[src/rtl/lpt_pkg.sv]
package lpt_pkg;

    localparam int DATA_W   = 8;
    localparam int STAT_IN  = 5;
    localparam logic OFS_DATA = 1'b0;
    localparam logic OFS_STAT = 1'b1;

    // order of the synchronized printer inputs, also status bits 3..7
    localparam int SI_ERR  = 0;
    localparam int SI_SLCT = 1;
    localparam int SI_PE   = 2;
    localparam int SI_ACK  = 3;
    localparam int SI_BUSY = 4;

    typedef struct packed {
        logic [DATA_W-1:0] latch;
    } dp_state_t;

    typedef struct packed {
        logic to_flag;
        logic irq_n;
        logic ack_prev;
    } st_state_t;

endpackage

[src/rtl/lpt_sync.sv]
module lpt_sync #(
    parameter int W = 5
) (
    input  logic         clk,
    input  logic         rst_n,
    input  logic [W-1:0] async_in,
    output logic [W-1:0] sync_out
);
    logic [W-1:0] s1_d, s1_q, s2_d, s2_q;

    generate
        for (genvar i = 0; i < W; i++) begin : g_bit
            always_comb begin
                s1_d[i] = async_in[i];
                s2_d[i] = s1_q[i];
            end
        end
    endgenerate

    always_ff @(posedge clk) begin
        if (!rst_n) begin
            s1_q <= '0;
            s2_q <= '0;
        end else begin
            s1_q <= s1_d;
            s2_q <= s2_d;
        end
    end

    assign sync_out = s2_q;

endmodule

[src/rtl/lpt_data_path.sv]
module lpt_data_path
    import lpt_pkg::*;
(
    input  logic              clk,
    input  logic              rst_n,
    input  logic              wr_en,
    input  logic [DATA_W-1:0] wdata,
    input  logic              mode_ext,
    input  logic              dir_in,
    input  logic [DATA_W-1:0] pd_in,
    output logic [DATA_W-1:0] pd_out,
    output logic              pd_oe,
    output logic [DATA_W-1:0] data_rd
);
    dp_state_t st_d, st_q;
    logic      listen;

    always_comb begin
        st_d   = st_q;
        if (wr_en)
            st_d.latch = wdata;
        // the direction bit only matters in extended mode
        listen = mode_ext & dir_in;
    end

    always_ff @(posedge clk) begin
        if (!rst_n) st_q <= '0;
        else        st_q <= st_d;
    end

    assign pd_out  = st_q.latch;
    assign pd_oe   = ~listen;
    assign data_rd = listen ? pd_in : st_q.latch;

    assert_write_load_R2: assert property (@(posedge clk) disable iff (!rst_n)
        wr_en |=> pd_out == $past(wdata));

    assert_latch_hold_R5: assert property (@(posedge clk) disable iff (!rst_n)
        !wr_en |=> $stable(pd_out));

endmodule

[src/rtl/lpt_status.sv]
module lpt_status
    import lpt_pkg::*;
(
    input  logic               clk,
    input  logic               rst_n,
    input  logic               rd_en,
    input  logic               mode_ext,
    input  logic               irq_en,
    input  logic               epp_mode,
    input  logic               epp_timeout,
    input  logic [STAT_IN-1:0] pins,
    output logic [DATA_W-1:0]  status
);
    st_state_t st_d, st_q;
    logic      ack_rise;

    always_comb begin
        st_d          = st_q;
        ack_rise      = pins[SI_ACK] & ~st_q.ack_prev;
        st_d.ack_prev = pins[SI_ACK];

        // time-out flag: held at 0 outside EPP so entry starts clean
        if (!epp_mode)
            st_d.to_flag = 1'b0;
        else if (epp_timeout)
            st_d.to_flag = 1'b1;
        else if (rd_en)
            st_d.to_flag = 1'b0;

        // interrupt flag, active low
        if (!mode_ext)
            st_d.irq_n = 1'b1;
        else if (irq_en && ack_rise)
            st_d.irq_n = 1'b0;
        else if (rd_en)
            st_d.irq_n = 1'b1;

        status = {pins[SI_BUSY], pins[SI_ACK], pins[SI_PE], pins[SI_SLCT],
                  pins[SI_ERR],
                  (mode_ext ? st_q.irq_n : 1'b1),
                  1'b1,
                  (epp_mode ? st_q.to_flag : 1'b1)};
    end

    always_ff @(posedge clk) begin
        if (!rst_n) begin
            st_q.to_flag  <= 1'b0;
            st_q.irq_n    <= 1'b1;
            st_q.ack_prev <= 1'b0;
        end else begin
            st_q <= st_d;
        end
    end

    assert_timeout_set_R7: assert property (@(posedge clk) disable iff (!rst_n)
        (epp_mode && epp_timeout) |=> st_q.to_flag);

    assert_timeout_clear_R7: assert property (@(posedge clk) disable iff (!rst_n)
        (rd_en && !epp_timeout) |=> !st_q.to_flag);

    assert_irq_rearm_R8: assert property (@(posedge clk) disable iff (!rst_n)
        (rd_en && !(irq_en && ack_rise)) |=> st_q.irq_n);

    assert_irq_masked_R9: assert property (@(posedge clk) disable iff (!rst_n)
        (!irq_en && st_q.irq_n) |=> st_q.irq_n);

endmodule

[src/rtl/lpt_regs.sv]
module lpt_regs
    import lpt_pkg::*;
(
    input  logic              clk,
    input  logic              rst_n,
    input  logic              bus_addr,
    input  logic              bus_rd,
    input  logic              bus_wr,
    input  logic [DATA_W-1:0] bus_wdata,
    output logic [DATA_W-1:0] bus_rdata,
    input  logic              mode_ext,
    input  logic              dir_in,
    input  logic              irq_en,
    input  logic              epp_mode,
    input  logic              epp_timeout,
    output logic [DATA_W-1:0] pd_out,
    output logic              pd_oe,
    input  logic [DATA_W-1:0] pd_in,
    input  logic              err_n,
    input  logic              slct,
    input  logic              pe,
    input  logic              ack,
    input  logic              busy
);
    logic               wr_data, rd_stat;
    logic [STAT_IN-1:0] raw_pins, sync_pins;
    logic [DATA_W-1:0]  data_rd, stat_rd;

    always_comb begin
        wr_data  = bus_wr & (bus_addr == OFS_DATA);
        rd_stat  = bus_rd & (bus_addr == OFS_STAT);
        raw_pins = '0;
        raw_pins[SI_ERR]  = err_n;
        raw_pins[SI_SLCT] = slct;
        raw_pins[SI_PE]   = pe;
        raw_pins[SI_ACK]  = ack;
        raw_pins[SI_BUSY] = busy;
        bus_rdata = (bus_addr == OFS_STAT) ? stat_rd : data_rd;
    end

    lpt_sync #(.W(STAT_IN)) u_sync (
        .clk      (clk),
        .rst_n    (rst_n),
        .async_in (raw_pins),
        .sync_out (sync_pins)
    );

    lpt_data_path u_data (
        .clk      (clk),
        .rst_n    (rst_n),
        .wr_en    (wr_data),
        .wdata    (bus_wdata),
        .mode_ext (mode_ext),
        .dir_in   (dir_in),
        .pd_in    (pd_in),
        .pd_out   (pd_out),
        .pd_oe    (pd_oe),
        .data_rd  (data_rd)
    );

    lpt_status u_stat (
        .clk         (clk),
        .rst_n       (rst_n),
        .rd_en       (rd_stat),
        .mode_ext    (mode_ext),
        .irq_en      (irq_en),
        .epp_mode    (epp_mode),
        .epp_timeout (epp_timeout),
        .pins        (sync_pins),
        .status      (stat_rd)
    );

    assert_status_write_ignored_R5: assert property (@(posedge clk) disable iff (!rst_n)
        (bus_wr && bus_addr == OFS_STAT) |=> $stable(pd_out));

endmodule

[config.mk]
export PLATFORM = sky130hd
export DESIGN_NAME = lpt_regs
export DESIGN_NICKNAME = d
export VERILOG_FILES = /design/src/rtl/lpt_pkg.sv /design/src/rtl/lpt_sync.sv /design/src/rtl/lpt_data_path.sv /design/src/rtl/lpt_status.sv /design/src/rtl/lpt_regs.sv
export SDC_FILE = /design/constraint.sdc
export NUM_CORES = 1
export LEC_CHECK = 0
export ABC_AREA = 1
export CAP_MARGIN = 20
export CORE_ASPECT_RATIO = 1.75
export CORE_MARGIN = 5
export CORE_UTILIZATION = 36
export DETAILED_ROUTE_END_ITERATION = 6
export PLACE_DENSITY_LB_ADDON = 0.1
export SYNTH_ARGS = -nofsm -noshare
export SYNTH_HDL_FRONTEND = slang
export SYNTH_SLANG_ARGS = --single-unit
[constraint.sdc]
create_clock -name clk -period 0.8 [get_ports clk]
set_input_delay 0.08 -clock clk [delete_from_list [all_inputs] [get_ports clk]]
set_output_delay 0.08 -clock clk [all_outputs]
set_load 0.02 [all_outputs]
Yosys cells after proc, flatten, opt, wreduce, memory -nomap -nowiden
Index checks and enable logic that the tools add are counted.
- register bits after elaboration: 21
- output and inout bits: 17
- word-level logic and storage cells: 26
- input port bits: 31
- bitwise operators: 7
- reductions and logical operators: 5
- multiplexer cells: 8
- operators by type and width (kind ; number):
    8-bit two-way mux ; 2
    1-bit two-way mux ; 6
    1-bit AND ; 4
    2-bit AND reduction ; 2
    2-bit nonzero test ; 2
    1-bit NOT ; 3
    1-bit logical AND ; 1

Logic depth before layout (Yosys ltp)
- depth in word-level cells: 4
- gate-level depth with buffers: 6
- depth with buffers taken out: 4

Hierarchy
A second synthesis with hierarchy kept.
- cell total of the unflattened synthesis: 167
- area, all modules: 1047.3 µm²
- by module, submodules not included (module ; cells an instance ; times used ; area each (µm²) ; sequential area each (µm²)):
    lpt_data_path ; 78 ; 1 ; 461.7 ; 160.2
    lpt_sync ; 31 ; 1 ; 286.5 ; 200.2
    lpt_status ; 28 ; 1 ; 182.7 ; 60.1
    lpt_regs ; 30 ; 1 ; 116.4 ; 0.0

Worst setup path after synthesis
No wires, ideal clock.
- path type: flip-flop to output port
- start: register u_data.st_q, in the netlist u_data.pd_out[0]
- end: output bus_rdata[0]
- slack: -0.057 ns
- arrival time: 0.777 ns
- required time: 0.720 ns
- buffers on the path: 0
- stages on the path, launching flop included: 5
- path through: dfxtp_1 -> inv_1 -> nand2_1 -> nand3_1 -> nand2_1
- cells in the longest elaborated chain, start to end: 2
- RTL lines (what ; RTL line ; RTL):
    start, declared ; lpt_data_path.sv:15 ; dp_state_t st_d, st_q;
    start signal, assigned ; lpt_data_path.sv:28 ; else st_q <= st_d;
    8-bit two-way mux ; lpt_data_path.sv:33 ; assign data_rd = listen ? pd_in : st_q.latch;
    8-bit two-way mux ; lpt_regs.sv:38 ; bus_rdata = (bus_addr == OFS_STAT) ? stat_rd : data_rd;
    end, declared ; lpt_regs.sv:10 ; output logic [DATA_W-1:0] bus_rdata,
Every way passes these cells.

Worst setup path in the final report
- start: register u_data.st_q, in the netlist u_data.pd_out[7]
- end: output bus_rdata[7]
Same word-level chain as after synthesis.

==> impl_metrics.json <==
{
  "outcome": "complete, but fails checks",
  "failed_checks": "negative setup slack",
  "fmax_ghz": 0.957,
  "drc": 0,
  "gp_congestion": 0.807,
  "wire_per_inst_microns": 11.1,
  "cp-start-kind": "register",
  "critPathKind": "register to output pin",
  "htreeDepth": 1,
  "fin_cells": 247,
  "cts_buffer_depth": 2,
  "synthAdderAreaFrac": 0,
  "port_buffers": 47,
  "worstHoldPathType": "input pin to register",
  "r2r_cells": 4,
  "syn_avg_cell_area_sq_um": 6.71,
  "vias_per_cell": 4.58,
  "fin_skew_ps": 1.29,
  "grt_pass1_vias": 1107,
  "syn_area_sq_um": 1010,
  "cts_sinks": 21,
  "worstReg2RegEnd": "u_data.pd_out[6]",
  "ctsHoldBuffers": 0,
  "synth_top_family_by_area": "simple AND/OR/NAND/NOR gates",
  "cts_tree": "yes",
  "p_leak_nw": 0.965,
  "p_comb_frac": 0.296,
  "path_clk_slew_ps": 70,
  "power_mw": 2.57,
  "yosys.area_share.simple": 0.412,
  "clock_latency_ps": 260,
  "drive_gt1_frac": 0.336,
  "ys_types": 17,
  "vias": 1132,
  "maxCapViolations": 0,
  "final_net_count": 252,
  "maxSlewHeadroom": 0.829,
  "synth_cells": 151,
  "boundaryPins": 48,
  "drt_iter0_drc": 16,
  "timing.rr.start": "u_data.pd_out[6]",
  "grt_max_degree": 22,
  "initial_core_util": 0.372,
  "seq_power_share": 0.441,
  "hold_viol": 0,
  "powerDensity_nw_per_um2": 1430,
  "synth-seq-cells": 21,
  "dp_slack_ps": -825,
  "numCtsBuffers": 3,
  "dieArea_sq_um": 4020,
  "worstHoldEndpoint": "u_sync.s1_q[3]",
  "final_antenna_net_count": 0,
  "synth_xor_area_frac": 0,
  "dpl.hpwl_mm": 2.06,
  "die_width_microns": 50.1,
  "antenna_found_initial": 0,
  "cp.required_ps": 720,
  "min_period_ps": 1040,
  "end_kind": "output pin",
  "worstHoldPathCells": 3,
  "rows": 25,
  "swShare": 0.264,
  "dieHeight_microns": 80.2,
  "area_growth_pct": 77.8,
  "cts-root-buf": "clkbuf_8",
  "path_cells": "inv_2 -> nand2_2 -> nand3_1 -> nand2_1 -> buf_6",
  "drv_slew": 0,
  "cp.arrival_ps": 960,
  "rsz0062_at_grt": "yes",
  "setup_viol": 16,
  "drt_wl_total_mm": 2.74,
  "crit_fanout": 2,
  "dpl-instance-area_sq_um": 1620,
  "slowest_delay_ps": 350,
  "max-vdd-ir-drop_mv": 1.13,
  "synth-seq-area-share": 0.415,
  "fin_ws_ps": -245,
  "cp_top_family": "flip-flops",
  "power.internal_mw": 1.89,
  "track_usage": 0.141,
  "grt_first_pass_wirelength_mm": 4.57,
  "synth_mux_area_frac": 0,
  "clkPwrFrac": 0.263,
  "p_switching_mw": 0.680,
  "rrSetupSlack_ps": 30,
  "timing.critical_path.buf_inv": 2,
  "stdcell_area_sq_um": 1800,
  "core_area_sq_um": 2720,
  "grt_overflow": 0,
  "syn-num-nets": 182,
  "timing.final.crit_share": 1.31,
  "firstDrtPassIters": 4,
  "yosys_warnings": 0,
  "hp-start": "ack",
  "synth_compound_area_frac": 0.00988,
  "worst_slew_pin_slew_ps": 257,
  "antennaDiodeCount": 0,
  "crit_slowest_cell": "dfxtp_2",
  "place_inst": 235
}
## cell families (layout without fill, tap and decap cells)
kind of cell    after synthesis  count (layout)
compound gates                2               2
buf+inv                      37             105
flops                        21              21
simple gates                 91              92
## state kept, by name, summed over array words and instances (netlist names)
signal	cells
u_sync.sync_out	5
u_data.pd_out	8
u_sync.s1_q	5
u_stat.st_q	3
## worst max path at each step
stage                                start            to  slack [ps]  cells after the start
final                     u_data.pd_out[7]  bus_rdata[7]        -240                      5
after global routing      u_data.pd_out[5]  bus_rdata[5]        -300                      5
after CTS                 u_data.pd_out[2]  bus_rdata[2]        -260                      5
after detailed placement          mode_ext  bus_rdata[2]        -820                      6
after global placement            mode_ext  bus_rdata[2]        -800                      6
after floorplan                     dir_in  bus_rdata[0]           8                      5
## synthesized netlist by cell type, drive strengths merged
| master | instances | area (sq um) |
|---|---|---|
| a21oi | 1 | 5.00 |
| dfxtp | 21 | 420 |
| nand3b | 9 | 75.1 |
| buf | 7 | 50.1 |
| nor2 | 18 | 80.1 |
| nand3 | 16 | 80.1 |
| inv | 30 | 115 |
| nand2 | 48 | 183 |
| o21ai | 1 | 5.00 |
## what timing repair did
item,in CTS,in global routing
pin swaps,16,12
buffers inserted,5,4
cloned,1,0
hold endpoints to repair,0,0
resized for setup,124,12
setup endpoints to repair,26,24
## placed cells by master, fill, tap and decap left out
cell type / netlist / layout
clkbuf_2: 0 / 1
inv_1: 28 / 21
inv_2: 1 / 8
buf_6: 2 / 28
nand3_1: 16 / 16
dfxtp_2: 0 / 9
nand3b_2: 2 / 2
buf_4: 1 / 10
buf_2: 4 / 1
clkbuf_8: 0 / 3
nand2_2: 1 / 3
o21ai_1: 0 / 1
buf_12: 0 / 2
clkbuf_1: 0 / 1
nand2_1: 47 / 46
dfxtp_1: 21 / 12
nor2_1: 15 / 12
inv_4: 1 / 1
nor2_4: 1 / 2
a21oi_1: 1 / 1
dlygate4sd2_1: 0 / 3
clkdlybuf4s50_1: 0 / 26
nor2_2: 2 / 4
nand3b_1: 7 / 7
## worst min-delay path: stages
cell and delay [ps]:
clkdlybuf4s50_1 390, nand2_1 60, inv_1 30
## per-layer routing
metal	share of wire	wire length (microns)	track usage	vias to the layer above
met1	0.40	1110	0.159	509
met4	0.013	36	0.0630	0
li1	-	-	-	585
met5	0	0	0	-
met3	0.063	172	0.0297	4
met2	0.52	1430	0.246	34
## area by class of cell
cell class | count | area [sq um]
sequential | 21 | 432
multi-input combinational | 94 | 449
inverter | 30 | 115
timing repair buffer | 71 | 727
clock buffer | 4 | 45.0
fill | 251 | 920
tap | 27 | 33.8
## power by group through the flow
| stage | combinational [mW] | clock, mW | sequential, mW |
|---|---|---|---|
| after detailed placement | 0.673 | 0 | 1.15 |
| final | 0.762 | 0.676 | 1.13 |
| after global placement | 0.663 | 0 | 1.15 |
| after floorplan | 0.271 | 0 | 1.18 |
| after CTS | 0.749 | 0.707 | 1.13 |
| after global routing | 0.824 | 0.750 | 1.14 |
## stage by stage
stage / utilization / hold slack, ps / setup TNS [ps]
2_1_floorplan: - / 178 / 0
3_3_place_gp: 0.594 / 394 / -13920
5_1_grt: 0.662 / 335 / -3260
4_1_cts: 0.650 / 333 / -2950
3_5_place_dp: 0.594 / 398 / -14490
6_report: 0.662 / 342 / -2570
Power figures use the tool's default switching activity.
